File: src/rtl/ddrt_pkg.sv
package ddrt_pkg;

  typedef enum logic [2:0] {
    CMD_NOP, CMD_ACT, CMD_RD, CMD_WR, CMD_PRE, CMD_REF, CMD_MRS
  } cmd_e;

  function automatic cmd_e decode_cmd(input logic cs_n, input logic ras_n,
                                      input logic cas_n, input logic we_n);
    if (cs_n) return CMD_NOP;
    case ({ras_n, cas_n, we_n})
      3'b011:  return CMD_ACT;
      3'b101:  return CMD_RD;
      3'b100:  return CMD_WR;
      3'b010:  return CMD_PRE;
      3'b001:  return CMD_REF;
      3'b000:  return CMD_MRS;
      default: return CMD_NOP;
    endcase
  endfunction

  function automatic int ceil_div(input int num, input int den);
    return (num + den - 1) / den;
  endfunction

endpackage

File: src/rtl/ddrt_global.sv
module ddrt_global #(
  parameter int CW      = 6,
  parameter int T_RRD   = 2,
  parameter int T_MRD   = 2,
  parameter int WTR_GAP = 4
) (
  input  logic clk,
  input  logic rst,
  input  logic issue_i,
  input  logic act_i,
  input  logic wr_i,
  input  logic mrs_i,
  output logic rrd_ok_o,
  output logic mrd_ok_o,
  output logic wtr_ok_o
);

  logic [CW-1:0] rrd_q, mrd_q, wtr_q;

  function automatic logic [CW-1:0] step(input logic [CW-1:0] cur, input logic [CW-1:0] ld);
    logic [CW-1:0] d;
    d = (cur == '0) ? cur : cur - CW'(1);
    return (d > ld) ? d : ld;
  endfunction

  always_ff @(posedge clk) begin
    if (rst) begin
      rrd_q <= '0;
      mrd_q <= '0;
      wtr_q <= '0;
    end else begin
      rrd_q <= step(rrd_q, act_i ? CW'(T_RRD - 1) : '0);
      mrd_q <= step(mrd_q, mrs_i ? CW'(T_MRD - 1) : '0);
      wtr_q <= step(wtr_q, wr_i  ? CW'(WTR_GAP - 1) : '0);
    end
  end

  assign rrd_ok_o = (rrd_q == '0);
  assign mrd_ok_o = (mrd_q == '0);
  assign wtr_ok_o = (wtr_q == '0);

  AST_MRD_QUIET: assert property (@(posedge clk) disable iff (rst)
    issue_i |-> (mrd_q == '0));

endmodule

File: src/rtl/ddrt_bank.sv
module ddrt_bank #(
  parameter int AW         = 13,
  parameter int CW         = 6,
  parameter int LW         = 15,
  parameter int T_RCD      = 3,
  parameter int T_RC       = 11,
  parameter int T_RAS_MIN  = 9,
  parameter int T_RAS_MAX  = 24000,
  parameter int T_RP       = 3,
  parameter int T_RFC      = 15,
  parameter int RD_AP_GAP  = 5,
  parameter int WR_AP_GAP  = 8,
  parameter int WR_PRE_GAP = 5
) (
  input  logic          clk,
  input  logic          rst,
  input  logic          act_i,
  input  logic          rd_i,
  input  logic          wr_i,
  input  logic          ap_i,
  input  logic          close_i,
  input  logic          ref_i,
  input  logic [AW-1:0] row_i,
  output logic          open_o,
  output logic [AW-1:0] row_o,
  output logic          act_ok_o,
  output logic          rw_ok_o,
  output logic          pre_ok_o,
  output logic          over_o
);

  logic          open_q;
  logic [AW-1:0] row_q;
  logic [CW-1:0] act_cnt, rw_cnt, pre_cnt;
  logic [CW-1:0] act_ld, rw_ld, pre_ld;
  logic [LW-1:0] life_q;

  function automatic logic [CW-1:0] step(input logic [CW-1:0] cur, input logic [CW-1:0] ld);
    logic [CW-1:0] d;
    d = (cur == '0) ? cur : cur - CW'(1);
    return (d > ld) ? d : ld;
  endfunction

  always_comb begin
    act_ld = '0;
    rw_ld  = '0;
    pre_ld = '0;
    if (act_i) begin
      act_ld = CW'(T_RC - 1);
      rw_ld  = CW'(T_RCD - 1);
      pre_ld = CW'(T_RAS_MIN - 1);
    end
    if (rd_i && ap_i) act_ld = CW'(RD_AP_GAP - 1);
    if (wr_i) begin
      if (ap_i) act_ld = CW'(WR_AP_GAP - 1);
      else      pre_ld = CW'(WR_PRE_GAP - 1);
    end
    if (close_i && open_q) act_ld = CW'(T_RP - 1);
    if (ref_i)             act_ld = CW'(T_RFC - 1);
  end

  always_ff @(posedge clk) begin
    if (rst) begin
      open_q  <= 1'b0;
      row_q   <= '0;
      act_cnt <= '0;
      rw_cnt  <= '0;
      pre_cnt <= '0;
      life_q  <= '0;
    end else begin
      act_cnt <= step(act_cnt, act_ld);
      rw_cnt  <= step(rw_cnt, rw_ld);
      pre_cnt <= step(pre_cnt, pre_ld);
      if (act_i) begin
        open_q <= 1'b1;
        row_q  <= row_i;
        life_q <= '0;
      end else begin
        if (((rd_i || wr_i) && ap_i) || close_i) open_q <= 1'b0;
        if (open_q && life_q != LW'(T_RAS_MAX)) life_q <= life_q + LW'(1);
      end
    end
  end

  assign open_o   = open_q;
  assign row_o    = row_q;
  assign act_ok_o = (act_cnt == '0);
  assign rw_ok_o  = (rw_cnt == '0);
  assign pre_ok_o = (pre_cnt == '0);
  assign over_o   = open_q && (life_q == LW'(T_RAS_MAX));

  AST_ACT_ON_IDLE: assert property (@(posedge clk) disable iff (rst)
    act_i |-> (!open_q && act_cnt == '0));
  AST_RW_ON_OPEN: assert property (@(posedge clk) disable iff (rst)
    (rd_i || wr_i) |-> (open_q && rw_cnt == '0));
  AST_ROW_CAPTURE: assert property (@(posedge clk) disable iff (rst)
    act_i |=> (open_q && row_q == $past(row_i)));
  AST_AP_CLOSES: assert property (@(posedge clk) disable iff (rst)
    ((rd_i || wr_i) && ap_i) |=> !open_q);

endmodule

File: src/rtl/ddr_bank_timer.sv
module ddr_bank_timer
  import ddrt_pkg::*;
#(
  parameter int NB        = 4,
  parameter int AW        = 13,
  parameter int AP_BIT    = 10,
  parameter int T_RCD     = 3,
  parameter int T_RRD     = 2,
  parameter int T_RC      = 11,
  parameter int T_RAS_MIN = 9,
  parameter int T_RAS_MAX = 24000,
  parameter int T_MRD     = 2,
  parameter int T_WTR     = 2,
  parameter int T_RFC     = 15,
  parameter int BURST_CK  = 2,
  parameter int CK_PS     = 5000,
  parameter int WR_PS     = 15000,
  parameter int RP_PS     = 15000,
  localparam int BAW      = $clog2(NB)
) (
  input  logic             clk,
  input  logic             rst,
  input  logic             cs_n,
  input  logic             ras_n,
  input  logic             cas_n,
  input  logic             we_n,
  input  logic [BAW-1:0]   ba,
  input  logic [AW-1:0]    addr,
  output logic [NB-1:0]    bank_open,
  output logic [NB*AW-1:0] open_row,
  output logic [NB-1:0]    ok_act,
  output logic [NB-1:0]    ok_rd,
  output logic [NB-1:0]    ok_wr,
  output logic [NB-1:0]    ok_pre,
  output logic             ok_cfg,
  output logic             err_illegal,
  output logic             err_early,
  output logic             tras_viol
);

  localparam int T_WR       = ceil_div(WR_PS, CK_PS);
  localparam int T_RP       = ceil_div(RP_PS, CK_PS);
  localparam int T_DAL      = T_WR + T_RP;
  localparam int RD_AP_GAP  = BURST_CK + T_RP;
  localparam int WR_AP_GAP  = BURST_CK + T_DAL;
  localparam int WR_PRE_GAP = BURST_CK + T_WR;
  localparam int WTR_GAP    = BURST_CK + T_WTR;
  localparam int CW = $clog2(T_RC + T_RFC + WR_AP_GAP + T_RAS_MIN + T_RRD + T_MRD + WTR_GAP + T_RCD + 1);
  localparam int LW = $clog2(T_RAS_MAX + 1);

  cmd_e          cmd;
  logic          ap, illegal, early, go;
  logic          any_open, all_act_ok, all_pre_ok;
  logic          rrd_ok, mrd_ok, wtr_ok;
  logic [NB-1:0] open_v, act_ok_v, rw_ok_v, pre_ok_v, over_v;
  logic [NB-1:0] act_s, rd_s, wr_s, close_s;
  logic [AW-1:0] row_v [NB];

  assign cmd = decode_cmd(cs_n, ras_n, cas_n, we_n);
  assign ap  = addr[AP_BIT];

  always_comb begin
    any_open   = |open_v;
    all_act_ok = &act_ok_v;
    all_pre_ok = 1'b1;
    for (int b = 0; b < NB; b++)
      if (open_v[b] && !pre_ok_v[b]) all_pre_ok = 1'b0;
    illegal = 1'b0;
    early   = 1'b0;
    case (cmd)
      CMD_ACT: begin
        illegal = open_v[ba];
        early   = !(act_ok_v[ba] && rrd_ok && mrd_ok);
      end
      CMD_RD: begin
        illegal = !open_v[ba];
        early   = !(rw_ok_v[ba] && wtr_ok && mrd_ok);
      end
      CMD_WR: begin
        illegal = !open_v[ba];
        early   = !(rw_ok_v[ba] && mrd_ok);
      end
      CMD_PRE: early = !mrd_ok || (ap ? !all_pre_ok : (open_v[ba] && !pre_ok_v[ba]));
      CMD_REF, CMD_MRS: begin
        illegal = any_open;
        early   = !(all_act_ok && mrd_ok);
      end
      default: ;
    endcase
    if (illegal) early = 1'b0;
    go = (cmd != CMD_NOP) && !illegal && !early;
    for (int b = 0; b < NB; b++) begin
      act_s[b]   = go && cmd == CMD_ACT && int'(ba) == b;
      rd_s[b]    = go && cmd == CMD_RD  && int'(ba) == b;
      wr_s[b]    = go && cmd == CMD_WR  && int'(ba) == b;
      close_s[b] = go && cmd == CMD_PRE && (ap || int'(ba) == b);
    end
  end

  for (genvar g = 0; g < NB; g++) begin : g_bank
    ddrt_bank #(
      .AW(AW), .CW(CW), .LW(LW), .T_RCD(T_RCD), .T_RC(T_RC),
      .T_RAS_MIN(T_RAS_MIN), .T_RAS_MAX(T_RAS_MAX), .T_RP(T_RP), .T_RFC(T_RFC),
      .RD_AP_GAP(RD_AP_GAP), .WR_AP_GAP(WR_AP_GAP), .WR_PRE_GAP(WR_PRE_GAP)
    ) i_bank (
      .clk(clk), .rst(rst),
      .act_i(act_s[g]), .rd_i(rd_s[g]), .wr_i(wr_s[g]), .ap_i(ap),
      .close_i(close_s[g]), .ref_i(go && cmd == CMD_REF), .row_i(addr),
      .open_o(open_v[g]), .row_o(row_v[g]), .act_ok_o(act_ok_v[g]),
      .rw_ok_o(rw_ok_v[g]), .pre_ok_o(pre_ok_v[g]), .over_o(over_v[g])
    );
    assign open_row[g*AW +: AW] = row_v[g];
    assign ok_act[g] = !open_v[g] && act_ok_v[g] && rrd_ok && mrd_ok;
    assign ok_rd[g]  = open_v[g] && rw_ok_v[g] && wtr_ok && mrd_ok;
    assign ok_wr[g]  = open_v[g] && rw_ok_v[g] && mrd_ok;
    assign ok_pre[g] = mrd_ok && (!open_v[g] || pre_ok_v[g]);
  end

  ddrt_global #(.CW(CW), .T_RRD(T_RRD), .T_MRD(T_MRD), .WTR_GAP(WTR_GAP)) i_global (
    .clk(clk), .rst(rst), .issue_i(go),
    .act_i(go && cmd == CMD_ACT), .wr_i(go && cmd == CMD_WR), .mrs_i(go && cmd == CMD_MRS),
    .rrd_ok_o(rrd_ok), .mrd_ok_o(mrd_ok), .wtr_ok_o(wtr_ok)
  );

  assign bank_open = open_v;
  assign ok_cfg    = !any_open && all_act_ok && mrd_ok;

  always_ff @(posedge clk) begin
    if (rst) begin
      err_illegal <= 1'b0;
      err_early   <= 1'b0;
      tras_viol   <= 1'b0;
    end else begin
      err_illegal <= illegal;
      err_early   <= early;
      tras_viol   <= tras_viol | (|over_v);
    end
  end

  AST_DESELECT_QUIET: assert property (@(posedge clk) disable iff (rst)
    cs_n |=> (!err_illegal && !err_early));
  AST_VIOL_STICKY: assert property (@(posedge clk) disable iff (rst)
    tras_viol |=> tras_viol);

endmodule

File: config.mk
export PLATFORM = sky130hd
export DESIGN_NAME = ddr_bank_timer
export DESIGN_NICKNAME = d
export VERILOG_FILES = /design/src/rtl/ddrt_pkg.sv /design/src/rtl/ddrt_global.sv /design/src/rtl/ddrt_bank.sv /design/src/rtl/ddr_bank_timer.sv
export SDC_FILE = /design/constraint.sdc
export NUM_CORES = 1
export LEC_CHECK = 0
export BUFFER_PORTS_ARGS = -buffer_cell sky130_fd_sc_hd__buf_2
export CAP_MARGIN = 5
export CORE_MARGIN = 2
export CORE_UTILIZATION = 30
export CTS_CLUSTER_DIAMETER = 200
export CTS_CLUSTER_SIZE = 25
export DETAILED_ROUTE_END_ITERATION = 8
export PLACE_DENSITY = 0.43
export SETUP_SLACK_MARGIN = 0.2
export SYNTH_ARGS = -nofsm -noshare
export SYNTH_HDL_FRONTEND = slang
export SYNTH_SLANG_ARGS = --single-unit
File: constraint.sdc
create_clock -name clk -period 5.05 [get_ports clk]
set_clock_uncertainty 0.2 [all_clocks]
set_input_delay 0.2525 -clock clk [delete_from_list [all_inputs] [get_ports clk]]
set_output_delay 0.2525 -clock clk [all_outputs]
set_load 0.02 [all_outputs]
# Word-level counts from Yosys, hierarchy flattened
# Cells that the tools add are included.
[classes]
div = 0
multipliers = 0
order_cmp = 16
n_bitwise = 1
n_reduce_logical = 156
n_eq_ne = 22
mux = 101
shift = 0
n_addsub = 19
[op_table]
columns = ["op", "n"]
rows = [
  ["two-way mux 6 bit", 46],
  ["logical NOT 6 bit", 15],
  ["subtractor 6 x 1 -> 6 bit, second input constant", 15],
  ["logical AND 1 bit", 89],
  ["two-way mux 4 bit", 20],
  ["greater-than comparator 6 bit", 11],
  ["adder 15 x 1 -> 15 bit, second input constant", 4],
  ["== test 15 bit, second input constant", 4],
  ["inequality test 15 bit, second input constant", 4],
  ["greater-than comparator 6 x 2 -> 1 bit", 4],
  ["two-way mux 1 bit", 21],
  ["logical NOT 1 bit", 19],
  ["case mux 3 bit (6 select lines)", 1],
  ["logical OR 1 bit", 17],
  ["== test 3 bit, second input constant", 5],
  ["== test 3 x 2 -> 1 bit, second input constant", 4],
  ["OR reduction 2 bit", 6],
  ["two-way mux 2 bit", 5],
  ["binary-select mux 1 bit (select 2 bit)", 4],
  ["nonzero test 2 bit", 4],
  ["OR reduction 4 bit", 2],
  ["== test 3 x 1 -> 1 bit, second input constant", 2],
  ["two-way mux 3 bit", 2],
  ["case mux 1 bit (5 select lines)", 1],
  ["other kinds (9)", 10],
]
[word_totals]
latchBits = 0
regBits = 209
romBits = 0
wordCells = 345
ramBits = 0
memories = 0
in_bits = 21

# Longest topological paths before layout
# Gate-level depths: netlist (run 1).
[logic_depth]
word_depth = 24
mapped_depth = 19
depth_no_buf = 17

# By module
# A second synthesis (run 1) with hierarchy kept.
[unflattened]
cells_unflattened = 1452
area_unflattened_um2 = 12335.6
[modules_own_cells]
columns = ["mod", "area_per_inst_um2", "instances", "cells_each", "seq_area_each_um2"]
rows = [
  ["ddrt_bank at g_bank[0].i_bank ...", 2568.7, 3, 298, 940.9],
  ["ddrt_bank at g_bank[1].i_bank", 2596.2, 1, 315, 940.9],
  ["ddrt_global", 1187.4, 1, 139, 360.3],
  ["ddr_bank_timer", 845.8, 1, 104, 60.1],
]

# Worst setup path after synthesis (run 1)
# No wires, ideal clock.
[synth_timing]
path_kind = "reg-to-reg"
startpoint = "register g_bank[1].i_bank.rw_cnt[0]"
endpoint = "register g_bank[3].i_bank.act_cnt[1]"
t_arrival_ps = 4175
n_path_buf = 2
setup_time_ps = 62
setup_slack_ps = 613
path_stages_with_launch = 19
path_cell_list = "dfxtp_1 inv_1 ha_1 or4b_4 or2_4 o2111a_1 or3_4 nor4_2 and2_1 clkbuf_1 nand2_1 ha_1 o21a_1 o21a_1 o21ai_0 and3_1 clkbuf_1 or3b_2 nand3_1"
[synth_via]
elab_chain_cells = 20
word_cells_on_any_way = 31
[synth_rtl]
columns = ["item", "line", "rtl"]
rows = [
  ["start, declared", "ddrt_bank.sv:34", "logic [CW-1:0] act_cnt, rw_cnt, pre_cnt;"],
  ["start signal, assigned", "ddrt_bank.sv:72", "rw_cnt <= step(rw_cnt, rw_ld);"],
  ["logical NOT 6 bit *", "ddrt_bank.sv:88", "assign rw_ok_o = (rw_cnt == '0);"],
  ["binary-select mux 1 bit (select 2 bit) *", "ddr_bank_timer.sv:77, ddr_bank_timer.sv:81", ""],
  ["two-way mux 1 bit (implied by the code) *", "ddr_bank_timer.sv:77, ddr_bank_timer.sv:81", ""],
  ["logical AND 1 bit (2 in series)", "ddr_bank_timer.sv:77", "early = !(rw_ok_v[ba] && wtr_ok && mrd_ok);"],
  ["logical NOT 1 bit", "ddr_bank_timer.sv:77", ""],
  ["case mux 1 bit (5 select lines) *", "ddr_bank_timer.sv:70", "case (cmd)"],
  ["two-way mux 1 bit *", "ddr_bank_timer.sv:90", "if (illegal) early = 1'b0;"],
  ["logical NOT 1 bit *", "ddr_bank_timer.sv:91", "go = (cmd != CMD_NOP) && !illegal && !early;"],
  ["(+3 left out)", "-", ""],
  ["two-way mux 4 bit / logical AND 1 bit (equally long branches)", "ddrt_bank.sv:48, ddrt_bank.sv:53", ""],
  ["two-way mux 4 bit", "ddrt_bank.sv:53", "if (rd_i && ap_i) act_ld = CW'(RD_AP_GAP - 1);"],
  ["two-way mux 4 bit", "ddrt_bank.sv:55", "if (ap_i) act_ld = CW'(WR_AP_GAP - 1);"],
  ["two-way mux 6 bit", "ddrt_bank.sv:54", "if (wr_i) begin"],
  ["two-way mux 6 bit", "ddrt_bank.sv:58", "if (close_i && open_q) act_ld = CW'(T_RP - 1);"],
  ["two-way mux 6 bit *", "ddrt_bank.sv:59", "if (ref_i) act_ld = CW'(T_RFC - 1);"],
  ["greater-than comparator 6 bit", "ddrt_bank.sv:41", "return (d > ld) ? d : ld;"],
  ["two-way mux 6 bit *", "ddrt_bank.sv:41", ""],
  ["end signal, assigned", "ddrt_bank.sv:71", "act_cnt <= step(act_cnt, act_ld);"],
  ["end, declared", "ddrt_bank.sv:34", ""],
]
# Mark *: on every way between the ends. The rest lies on a longest branch, timed or not. The select of a mux whose other input is x is not followed.
# A chain may end at the register's enable or synchronous reset.

# Final worst setup path (run 1)
[layout_timing]
startpoint = "input cs_n"
endpoint = "register g_bank[2].i_bank.act_cnt[3]"
[layout_via]
elab_chain_cells = 18
word_cells_on_any_way = 37
[layout_rtl]
columns = ["item", "line", "rtl"]
rows = [
  ["start, declared", "ddr_bank_timer.sv:23", "input logic cs_n,"],
  ["two-way mux 1 bit *", "ddrt_pkg.sv:9", "if (cs_n) return CMD_NOP;"],
  ["two-way mux 3 bit *", "ddrt_pkg.sv:10", "case ({ras_n, cas_n, we_n})"],
  ["== test 3 bit (tied with other cells)", "ddr_bank_timer.sv:70, ddr_bank_timer.sv:108", ""],
  ["OR reduction 2 bit (on tied branches)", "-", ""],
  ["case mux 1 bit (5 select lines) / case mux 1 bit (3 select lines) (equally long branches)", "ddr_bank_timer.sv:70", ""],
  ["two-way mux 1 bit / logical NOT 1 bit (equally long branches)", "ddr_bank_timer.sv:90, ddr_bank_timer.sv:91", ""],
  ["logical NOT 1 bit / logical AND 1 bit (equally long branches)", "ddr_bank_timer.sv:91", ""],
  ["logical AND 1 bit", "ddr_bank_timer.sv:91", ""],
  ["logical AND 1 bit (on tied branches) (2 in series)", "ddr_bank_timer.sv:93, ddr_bank_timer.sv:94", ""],
  ["two-way mux 4 bit / logical AND 1 bit (equally long branches)", "ddrt_bank.sv:48, ddrt_bank.sv:53", ""],
  ["two-way mux 4 bit", "ddrt_bank.sv:53", ""],
  ["two-way mux 4 bit", "ddrt_bank.sv:55", ""],
  ["two-way mux 6 bit", "ddrt_bank.sv:54", ""],
  ["two-way mux 6 bit", "ddrt_bank.sv:58", ""],
  ["two-way mux 6 bit *", "ddrt_bank.sv:59", ""],
  ["greater-than comparator 6 bit", "ddrt_bank.sv:41", ""],
  ["two-way mux 6 bit *", "ddrt_bank.sv:41", ""],
  ["end signal, assigned", "ddrt_bank.sv:71", ""],
  ["end, declared", "ddrt_bank.sv:34", ""],
]
# Mark *: on every way between the ends. The rest lies on a longest branch, timed or not.

==> summary.txt, run 1 <==
Timing
  – Count of endpoints failing hold in the final timing report: 0
  – Number of setup violations in the final report: 0
  – Share of the clock period used by the worst path: between 90% and 100%
  – Pins Over Slew Limit: 0
  – Least-Margin Pin Slew: between 0.6 and 0.7 ns
  – Sum of negative setup slack: 0 ns
  – RSZ-0062 raised after global routing: false
  – Max Fclk: 219.4 MHz
  – Headroom to the max-slew limit: between 50 and 60%
  – Final Critical Period: 4.558 ns

Critical path
  – Launch point of the worst reg-to-reg path: g_bank[1].i_bank.rw_cnt[0]$_SDFF_PP0_
  – CP Data Required Time: about 5.3 ns
  – CP Launch Type: primary input
  – Worst path max stage delay: 0.55 ns
  – Critical register-to-register path endpoint: g_bank[2].i_bank.pre_cnt[1]$_SDFF_PP0_
  – Nature of the critical path endpoint: flip-flop
  – Critical Path, Cell by Cell: dlygate4sd3_1 -> buf_2 -> nor3b_1 -> nand2_1 -> or4_1 -> or3_2 -> nor3_2 -> a41o_1 -> a21boi_0 -> ha_1 -> nor2b_1 -> o21a_1 -> o21a_1 -> o21ai_0 -> and2_1 -> nand4_1 -> a21oi_1
  – Most common cell type on the critical path: sky130_fd_sc_hd__o21a_1
  – Kind of critical path: primary input to flip-flop
  – Highest fanout seen on the critical path: 8
  – Startpoint of the worst setup timing path: cs_n
  – Worst-case register-to-register setup slack: 0.55 ns
  – Endpoint of the worst setup timing path: g_bank[2].i_bank.act_cnt[3]$_SDFF_PP0_
  – Crit path arrival time: about 4.8 ns
  – R2r worst-path depth: 15
  – Worst path slowest cell: sky130_fd_sc_hd__dlygate4sd3_1

CTS
  – Total clock buffers created by CTS: 12
  – Clock insertion delay at the later pin of the skew report: 0.50 ns
  – H-tree depth: 1
  – Total number of clock tree sinks: approximately 210
  – Clock tree from TritonCTS: built
  – Buffer cell driving the clock tree root: sky130_fd_sc_hd__clkbuf_16
  – Clock slew at the register clock pins of the worst setup and hold paths: approximately 0.11 ns
  – Maximum root-to-sink buffer count: 3

Floorplanning
  – Height of the die: approximately 200 um
  – I/O pin count: a little under 100
  – Die Area: between 40,000 and 50,000 um^2
  – Floorplan Core Area: roughly 38,000 um^2
  – Effective utilization at floorplan: between 30% and 40%
  – Number of cell rows: 71
  – Chip Width: around 200 um

Global routing
  – Wire length of the first global-routing pass: approximately 52,000 um
  – Initial antenna violation count: 1
  – Largest net degree at the start of global routing: 66
  – GRT Resource Usage Total: 15.83%
  – Aggregate global routing overflow: 0
  – Vias in the first global route: about 9,800

Routing
  – Met1 WL: approximately 15,000 um
  – DRC Markers: 0
  – Initial drt markers: around 530
  – Antenna-violating nets left: 0
  – Initial DRT Pass Iterations: 6
  – Detailed-route vias per instance: ~5
  – Highest layer used for signal routing: met4
  – Met2 routed WL: around 15,000 um
  – Detail-routed net length per standard cell: 15.65 um
  – DR vias: between 10,000 and 15,000
  – Met3 routed wirelength: around 1500 um
  – Wirelength, routed: approximately 32,000 um

Yosys
  – Post-synth design cell area: approximately 12,000 um^2
  – Seq cells post-synth: approximately 210
  – Synth Instances: 1,445
  – Register area share after synthesis: between 30% and 40%
  – Number of distinct library cells after synthesis: a little under 70
  – Asr flop ratio synth: 0%
  – Top flip-flop cell by instance count after synthesis: sky130_fd_sc_hd__dfxtp_1
  – Synth Area per Inst: about 8 um^2
  – Syn_nets: 1,530
  – Synth Area in XOR/XNOR: under 10%
  – Post-synthesis compound-gate area fraction: 11.62%
  – Largest family of logic cells by synthesized area: simple AND/OR/NAND/NOR gates
  – Simple-gate portion of the synthesized area: between 20 and 30%
  – Number of synthesized flops with an enable pin: 0
  – Adder and majority gate portion of the synthesized area: 6.911%
  – Yosys warnings: 0
  – Share of synthesized area spent on multiplexers: 5.140%

Power
  – Internal power: approximately 4000 uW
  – Switching power as a share of total power: around 44%
  – Sequential share of power: 30.7%
  – Leakage Power: approximately 0.0053 uW
  – Psw: approximately 3100 uW
  – Overall Power: about 7000 uW
  – Logic gate share of total power: between 50 and 60%
  – Ratio of total power to cell area: around 540 nW/um^2
  – Max IR drop VDD: ~0.19 mV
  – Share of power burned in the clock network: between 10% and 20%

Run
  – Max Cap Viol: 0

Min path
  – Number of cells on the worst hold path: 3
  – Worst min-delay path category: primary input to flip-flop

Layout
  – Syn-to-layout area delta: 14.32%
  – Fraction of layout instances using a drive strength above 1: 11.41%
  – Count of nets after finishing: approximately 1,600

Placement
  – Total of buffers placed on input and output ports: between 90 and 100
  – Weighted congestion reported at the end of routability-driven placement: 0.8442
  – Dpl hpwl: approximately 23,000 um

Status
  – Outcome: finished clean
==> synthesized netlist by cell type (all sizes together) (4+ instances only) <==
cell	instances	area share (%)
a2111oi	4	0.30
a211oi	16	1.0
a21boi	6	0.39
a21o	4	0.26
a21oi	71	3.1
a31oi	9	0.49
a41o	5	0.43
and2	21	1.1
and3	15	0.81
buf	10	0.55
clkbuf	55	1.8
dfxtp	209	36
ha	64	6.9
inv	68	2.2
mux2i	55	4.8
nand2	133	4.3
nand2b	21	1.1
nand3	45	1.9
nand4	35	1.9
nor2	239	7.7
nor2b	19	1.0
nor3	74	3.2
nor3b	5	0.32
nor4	20	1.1
nor4b	5	0.38
o21a	10	0.65
o21ai	35	1.5
o31ai	7	0.45
o32ai	7	0.53
or3	15	0.87
or4	8	0.52
xnor2	54	4.1
xor2	54	4.1
==> registers in the layout (all words and copies together) (netlist names) <==
register / flops
i_global.mrd_q: 6
g_bank.i_bank.open_o: 4
err_illegal: 1
g_bank.i_bank.rw_cnt: 24
g_bank.i_bank.life_q: 60
i_global.rrd_q: 6
err_early: 1
g_bank.i_bank.row_o: 52
i_global.wtr_q: 6
g_bank.i_bank.act_cnt: 24
g_bank.i_bank.pre_cnt: 24
tras_viol: 1
==> per-layer routing <==
metal,GRT usage (%),vias up
met1,20.54,4646
met4,4.418,0
met2,27.24,203
li1,-,5177
met3,2.403,43
met5,0,-
==> stage by stage <==
step | util [%] | instance area [um^2] | setup WS, ns | instances | hold slack, ns
6_report | 35.00 | 13250 | 0.4921 | 2054 | 0.03852
5_1_grt | 35.00 | 13250 | 0.2166 | 2054 | 0.02687
4_1_cts | 34.92 | 13220 | 0.2101 | 2053 | 0.02886
3_5_place_dp | 33.62 | 12720 | 0.2527 | 2024 | 0.2440
3_3_place_gp | 33.62 | 12720 | 0.3052 | 2024 | 0.2359
2_1_floorplan | - | 11590 | 0.6128 | 1445 | 0.1422
==> layout make-up <==
type | count | area (um^2)
fill | 4025 | 24600
multi-input combinational | 1102 | 6908
sequential | 209 | 4184
timing repair buffer | 148 | 910.9
tap | 511 | 639.4
clock buffer | 13 | 325.3
inverter | 69 | 259.0
clock inverter | 1 | 16.27
antenna | 1 | 2.502
==> worst max-delay path: cells and delay by family <==
family	cells	cell delay, ns
compound gates	6	0.91
fa+ha+maj	1	0.30
buf+inv	2	0.73
simple gates	8	2.57
==> cell usage in the layout (no fill, tap or decap), types with 4 or more instances in the layout <==
master | netlist | layout
sky130_fd_sc_hd__nor2b_1 | 19 | 19
sky130_fd_sc_hd__dfxtp_1 | 209 | 209
sky130_fd_sc_hd__a21oi_1 | 71 | 71
sky130_fd_sc_hd__nor4b_1 | 5 | 5
sky130_fd_sc_hd__o31ai_1 | 7 | 7
sky130_fd_sc_hd__a31oi_1 | 9 | 9
sky130_fd_sc_hd__a2111oi_0 | 4 | 4
sky130_fd_sc_hd__a211oi_1 | 16 | 16
sky130_fd_sc_hd__clkbuf_16 | 0 | 13
sky130_fd_sc_hd__ha_1 | 64 | 64
sky130_fd_sc_hd__nand2_1 | 133 | 133
sky130_fd_sc_hd__a21boi_0 | 6 | 6
sky130_fd_sc_hd__a41o_1 | 5 | 5
sky130_fd_sc_hd__a21o_1 | 4 | 4
sky130_fd_sc_hd__nor3_1 | 74 | 71
sky130_fd_sc_hd__o21ai_0 | 32 | 28
sky130_fd_sc_hd__nor3b_1 | 5 | 5
sky130_fd_sc_hd__buf_2 | 3 | 95
sky130_fd_sc_hd__nand2b_1 | 21 | 21
sky130_fd_sc_hd__inv_1 | 68 | 68
sky130_fd_sc_hd__mux2i_1 | 55 | 55
sky130_fd_sc_hd__xnor2_1 | 54 | 54
sky130_fd_sc_hd__nand3_1 | 45 | 45
sky130_fd_sc_hd__nor2_1 | 239 | 236
sky130_fd_sc_hd__or4_1 | 8 | 7
sky130_fd_sc_hd__o32ai_1 | 7 | 7
sky130_fd_sc_hd__nor4_1 | 19 | 18
sky130_fd_sc_hd__o21ai_1 | 3 | 7
sky130_fd_sc_hd__and2_1 | 16 | 16
sky130_fd_sc_hd__or3_1 | 12 | 12
sky130_fd_sc_hd__xor2_1 | 54 | 54
sky130_fd_sc_hd__and3_1 | 15 | 15
sky130_fd_sc_hd__buf_4 | 4 | 38
sky130_fd_sc_hd__nand4_1 | 35 | 35
sky130_fd_sc_hd__o21a_1 | 10 | 10
sky130_fd_sc_hd__dlygate4sd3_1 | 0 | 15
==> power groups by stage <==
stage | Sequential, uW | Combinational, uW | Clock [uW]
after floorplan | 2170 | 3010 | 0
after global placement | 2240 | 3880 | 0
after detailed placement | 2240 | 3870 | 0
after CTS | 2200 | 3900 | 1140
after global routing | 2250 | 4460 | 1190
final | 2200 | 3890 | 1070
==> repair_timing <==
action                                 in CTS  in global routing
hold buffers                               15                  0
buffers inserted                            0                  0
setup endpoints to repair                   0                 27
endpoints found under the hold margin      56                  0
resized for setup                           0                 13
==> worst min-delay path by stage <==
stage / from / endpoint / slack, ns
6_report: we_n / err_illegal$_SDFF_PP0_ / 0.04
5_1_grt: we_n / err_illegal$_SDFF_PP0_ / 0.03
4_1_cts: ras_n / err_illegal$_SDFF_PP0_ / 0.03
3_5_place_dp: g_bank[2].i_bank.row_o[8]$_SDFFE_PP0P_ / g_bank[2].i_bank.row_o[8]$_SDFFE_PP0P_ / 0.24
3_3_place_gp: g_bank[2].i_bank.row_o[8]$_SDFFE_PP0P_ / g_bank[2].i_bank.row_o[8]$_SDFFE_PP0P_ / 0.24
2_1_floorplan: cs_n / err_illegal$_SDFF_PP0_ / 0.14
==> cells by family after synthesis <==
| group | after synthesis |
|---|---|
| multiplexers | 58 |
| flip-flops | 209 |
| AND/OR/NAND/NOR | 669 |
| XOR/XNOR | 108 |
| AO/OA/AOI/OAI | 203 |
| buffers and inverters | 134 |
| adder cells (fa/ha/maj) | 64 |
Note: power is estimated with default switching activity, not from simulation.
==> run 2: changes to the inputs <==
Settings changed: ABC_AREA from default to 1, CORE_UTILIZATION 30 to 34, PLACE_DENSITY 0.43 to 0.47.
==> run 2 against run 1 <==
  * Total power decreased by 6.6%
  * Non-clock buffer count decreased by 27
  * Fmax increased by 11%
  * Hold slack improved by 0.0012 ns
  * Flip-flop and latch count unchanged
  * Clock-buffer cell count unchanged
  * Synthesized area decreased by 1.8%
  * Global-route usage increased by 1.4 points
  * Register-to-register slack improved by 0.41 ns
  * Design area decreased by 3.8%
  * Sequential power decreased by 5%
  * Critical endpoint is now g_bank[1].i_bank.act_cnt[2]$_SDFF_PP0_
  * Largest cell class unchanged
  * Largest power group unchanged
  * Highest routed layer unchanged
==> summary.txt, run 2 <==
Layout
  – Fraction of layout instances using a drive strength above 1: a little over a tenth
  – Syn-to-layout area delta: 12.08%
  – Number of antenna diodes: 0
  – Final core occ: about two fifths
  – Count of nets after finishing: 1,828
  – Top reg by flops: g_bank.i_bank.life_q
  – Commonest non-fill, non-tap cells in the layout: 301 x sky130_fd_sc_hd__nor2_1, 262 x sky130_fd_sc_hd__nand2_1, 237 x sky130_fd_sc_hd__inv_1, 209 x sky130_fd_sc_hd__dfxtp_1, 103 x sky130_fd_sc_hd__o21ai_0
  – Most common library cell in the layout ignoring fill and taps: sky130_fd_sc_hd__nor2_1
  – Flip-flop count of the largest register after layout: 60

Floorplanning
  – Height of the die: between 150 and 200 um
  – Effective utilization at floorplan: about a third
  – Floorplan Core Area: about 33,000 um^2
  – I/O pin count: slightly below 100
  – Chip Width: ~190 um
  – Number of cell rows: 66
  – Die Area: about 35,000 um^2

Yosys
  – Top flip-flop cell by instance count after synthesis: sky130_fd_sc_hd__dfxtp_1
  – Number of distinct library cells after synthesis: 43
  – Yosys warnings: 0
  – Asr flop ratio synth: 0%
  – Register area share after synthesis: 36.79%
  – Top cell type's share of synthesized area: around 37%
  – Largest family of logic cells by synthesized area: simple AND/OR/NAND/NOR gates
  – Cell taking the most area after synthesis: sky130_fd_sc_hd__dfxtp_1
  – Simple-gate portion of the synthesized area: 30.80%
  – Ranking of synthesized cells by area: sky130_fd_sc_hd__dfxtp_1 37%, sky130_fd_sc_hd__nor2_1 9.9%, sky130_fd_sc_hd__nand2_1 8.6%, sky130_fd_sc_hd__inv_1 7.9%, sky130_fd_sc_hd__ha_1 7.0%
  – Synth Area in XOR/XNOR: under 10%
  – Adder and majority gate portion of the synthesized area: under 10%
  – Share of synthesized area spent on multiplexers: 0%
  – Synth Instances: roughly 1,600
  – Post-synthesis compound-gate area fraction: 11.13%
  – Post-synth design cell area: 11,370 um^2
  – Most frequent cell after synthesis: sky130_fd_sc_hd__nor2_1
  – Top cells by count, synth: 301 x sky130_fd_sc_hd__nor2_1, 262 x sky130_fd_sc_hd__nand2_1, 238 x sky130_fd_sc_hd__inv_1
  – Syn_nets: about 1,700
  – Synth Area per Inst: 6.905 um^2
  – Seq cells post-synth: 209
  – Number of synthesized flops with an enable pin: 0

Global routing
  – GRT Resource Usage Total: 17.20%
  – Largest net degree at the start of global routing: between 40 and 50
  – Initial antenna violation count: 0
  – Vias in the first global route: a little under 10,000
  – Wire length of the first global-routing pass: 50,000 um
  – Aggregate global routing overflow: 0

Power
  – Ratio of total power to cell area: roughly 530 nW/um^2
  – Max IR drop VDD: 0.2252 mV
  – Leakage Power: 0.005740 uW

Routing
  – Initial DRT Pass Iterations: 5
  – Detail-routed net length per standard cell: between 10 and 15 um
  – DRC Markers: 0
  – Initial drt markers: ~560
  – Wirelength, routed: 30,110 um
  – Antenna-violating nets left: 0
  – Detailed-route vias per instance: about 4.7
  – DR vias: between 10,000 and 15,000

Timing
  – Number of setup violations in the final report: 0
  – RSZ-0062 raised after global routing: false
  – Share of the clock period used by the worst path: 80.99%
  – Sum of negative setup slack: 0 ns
  – Count of endpoints failing hold in the final timing report: 0
  – Max Fclk: 244.5 MHz
  – Headroom to the max-slew limit: 57.85%
  – Least-Margin Pin Slew: 0.6313 ns
  – Final Critical Period: about 4.1 ns
  – Pins Over Slew Limit: 0
  – Min setup slack post-route: roughly 0.96 ns

Run
  – Max Cap Viol: 0

Critical path
  – Nature of the critical path endpoint: flip-flop
  – CP Launch Type: flip-flop
  – CP Data Required Time: roughly 5.3 ns
  – Highest fanout seen on the critical path: 19
  – Crit path arrival time: around 4.3 ns
  – Kind of critical path: flip-flop to flip-flop

CTS
  – H-tree depth: 1
  – Total number of clock tree sinks: about 210
  – Clock tree from TritonCTS: built
  – Buffer cell driving the clock tree root: sky130_fd_sc_hd__clkbuf_16
  – Total clock buffers created by CTS: 12
  – Clock slew at the register clock pins of the worst setup and hold paths: between 0.1 and 0.15 ns
  – Clock insertion delay at the later pin of the skew report: a little under 0.5 ns
  – Maximum root-to-sink buffer count: 3

Placement
  – Total of buffers placed on input and output ports: 96
  – Weighted congestion reported at the end of routability-driven placement: 0.8323
  – Dpl hpwl: around 22,000 um
  – Pre-CTS worst setup slack: between 0.9 and 1 ns

Status
  – Outcome: finished clean

Min path
  – Worst min-delay path category: primary input to flip-flop
run 2: cell count changes after synthesis, moves of 18 or more:
| cell | before | now |
|---|---|---|
| sky130_fd_sc_hd__clkbuf_1 | 55 | 14 |
| sky130_fd_sc_hd__inv_1 | 68 | 238 |
| sky130_fd_sc_hd__mux2i_1 | 55 | 0 |
| sky130_fd_sc_hd__nand2_1 | 133 | 262 |
| sky130_fd_sc_hd__nand2b_1 | 21 | 0 |
| sky130_fd_sc_hd__nand3_1 | 45 | 82 |
| sky130_fd_sc_hd__nor2_1 | 239 | 301 |
| sky130_fd_sc_hd__nor2b_1 | 19 | 0 |
| sky130_fd_sc_hd__nor3_1 | 74 | 39 |
| sky130_fd_sc_hd__o21ai_0 | 32 | 103 |
| sky130_fd_sc_hd__o21ai_1 | 3 | 23 |
| sky130_fd_sc_hd__or2_2 | 2 | 20 |
| sky130_fd_sc_hd__xnor2_1 | 54 | 9 |
run 2: cell type report:
type                       count  area [um^2]
timing repair buffer         121        700.7
sequential                   209         4184
clock buffer                  13        325.3
clock inverter                 1        16.27
tap                          442        553.0
multi-input combinational   1148         6025
inverter                     251        942.2
fill                        3504        19960
run 2: path summary, 6_finish.rpt:
| kind | startpoint | end | slack (ns) | cells after the start |
|---|---|---|---|---|
| worst max register to register | i_global.mrd_q[0]$_SDFF_PP0_ | g_bank[1].i_bank.act_cnt[2]$_SDFF_PP0_ | 0.96 | 25 |
| worst min-delay path | ba[1] | g_bank[0].i_bank.open_o$_SDFFE_PP0P_ | 0.04 | 4 |
| worst min register to register | g_bank[0].i_bank.row_o[11]$_SDFFE_PP0P_ | g_bank[0].i_bank.row_o[11]$_SDFFE_PP0P_ | 0.28 | 2 |
| worst max-delay path | i_global.mrd_q[0]$_SDFF_PP0_ | g_bank[1].i_bank.act_cnt[2]$_SDFF_PP0_ | 0.96 | 25 |
run 2: metal layers:
| layer | GRT usage, % | up-vias | share of wire [%] |
|---|---|---|---|
| li1 | - | 5457 | - |
| met1 | 23.71 | 4649 | 49 |
| met2 | 28.55 | 186 | 44 |
| met3 | 2.739 | 25 | 5.2 |
| met4 | 3.205 | 0 | 1.6 |
| met5 | 0 | - | 0 |
run 2: metrics by stage:
stage / instance area (um^2) / hold slack [ns] / cells / total power [uW]
after floorplan: 11370 / 0.1982 / 1647 / 4816
after global placement: 12270 / 0.2597 / 2158 / 5654
after detailed placement: 12270 / 0.2673 / 2158 / 5656
after CTS: 12750 / 0.02080 / 2185 / 6775
after global routing: 12750 / 0.05611 / 2185 / 7450
final: 12750 / 0.03972 / 2185 / 6695
run 2: cells by family (layout without fill, tap and decap cells):
group / count (synthesis) / count (layout)
AOI/OAI and AO/OA: 240 / 240
xor gates and xnor gates: 52 / 52
adders and majority gates: 64 / 64
buffers and inverters: 290 / 386
DFF: 209 / 209
and+or+nand+nor: 792 / 792
run 2: power by group:
part	leakage [uW]	internal [uW]	switching (uW)	total [uW]
clock	0.000167	472	594	1070
combinational	0.00387	1250	2290	3530
sequential	0.00170	1920	172	2090
run 2: timing repair:
item / 4_1_cts / 5_1_grt
hold buffers: 13 / 0
setup buffers: 0 / 0
endpoints found under the hold margin: 50 / 0
gates resized for setup: 0 / 0
run 2: critical path, stage by stage, from the launching register on:
cell	delay (ns)
sky130_fd_sc_hd__dfxtp_1	0.33
sky130_fd_sc_hd__inv_1	0.08
sky130_fd_sc_hd__ha_1	0.15
sky130_fd_sc_hd__inv_1	0.05
sky130_fd_sc_hd__nor2_2	0.17
sky130_fd_sc_hd__nand3_4	0.25
sky130_fd_sc_hd__nor2_1	0.23
sky130_fd_sc_hd__nand3_1	0.10
sky130_fd_sc_hd__o21ai_1	0.13
sky130_fd_sc_hd__nand2_1	0.10
sky130_fd_sc_hd__nor2_4	0.16
sky130_fd_sc_hd__nand3_4	0.14
sky130_fd_sc_hd__nor2_1	0.13
sky130_fd_sc_hd__buf_4	0.21
sky130_fd_sc_hd__nand3_2	0.16
sky130_fd_sc_hd__and3_1	0.22
sky130_fd_sc_hd__ha_1	0.28
sky130_fd_sc_hd__inv_1	0.06
sky130_fd_sc_hd__nor2_1	0.03
sky130_fd_sc_hd__o21ai_0	0.15
sky130_fd_sc_hd__a32o_1	0.16
sky130_fd_sc_hd__nand3_1	0.13
sky130_fd_sc_hd__inv_1	0.17
sky130_fd_sc_hd__nand4_1	0.11
sky130_fd_sc_hd__nand2_1	0.07
sky130_fd_sc_hd__inv_1	0.04
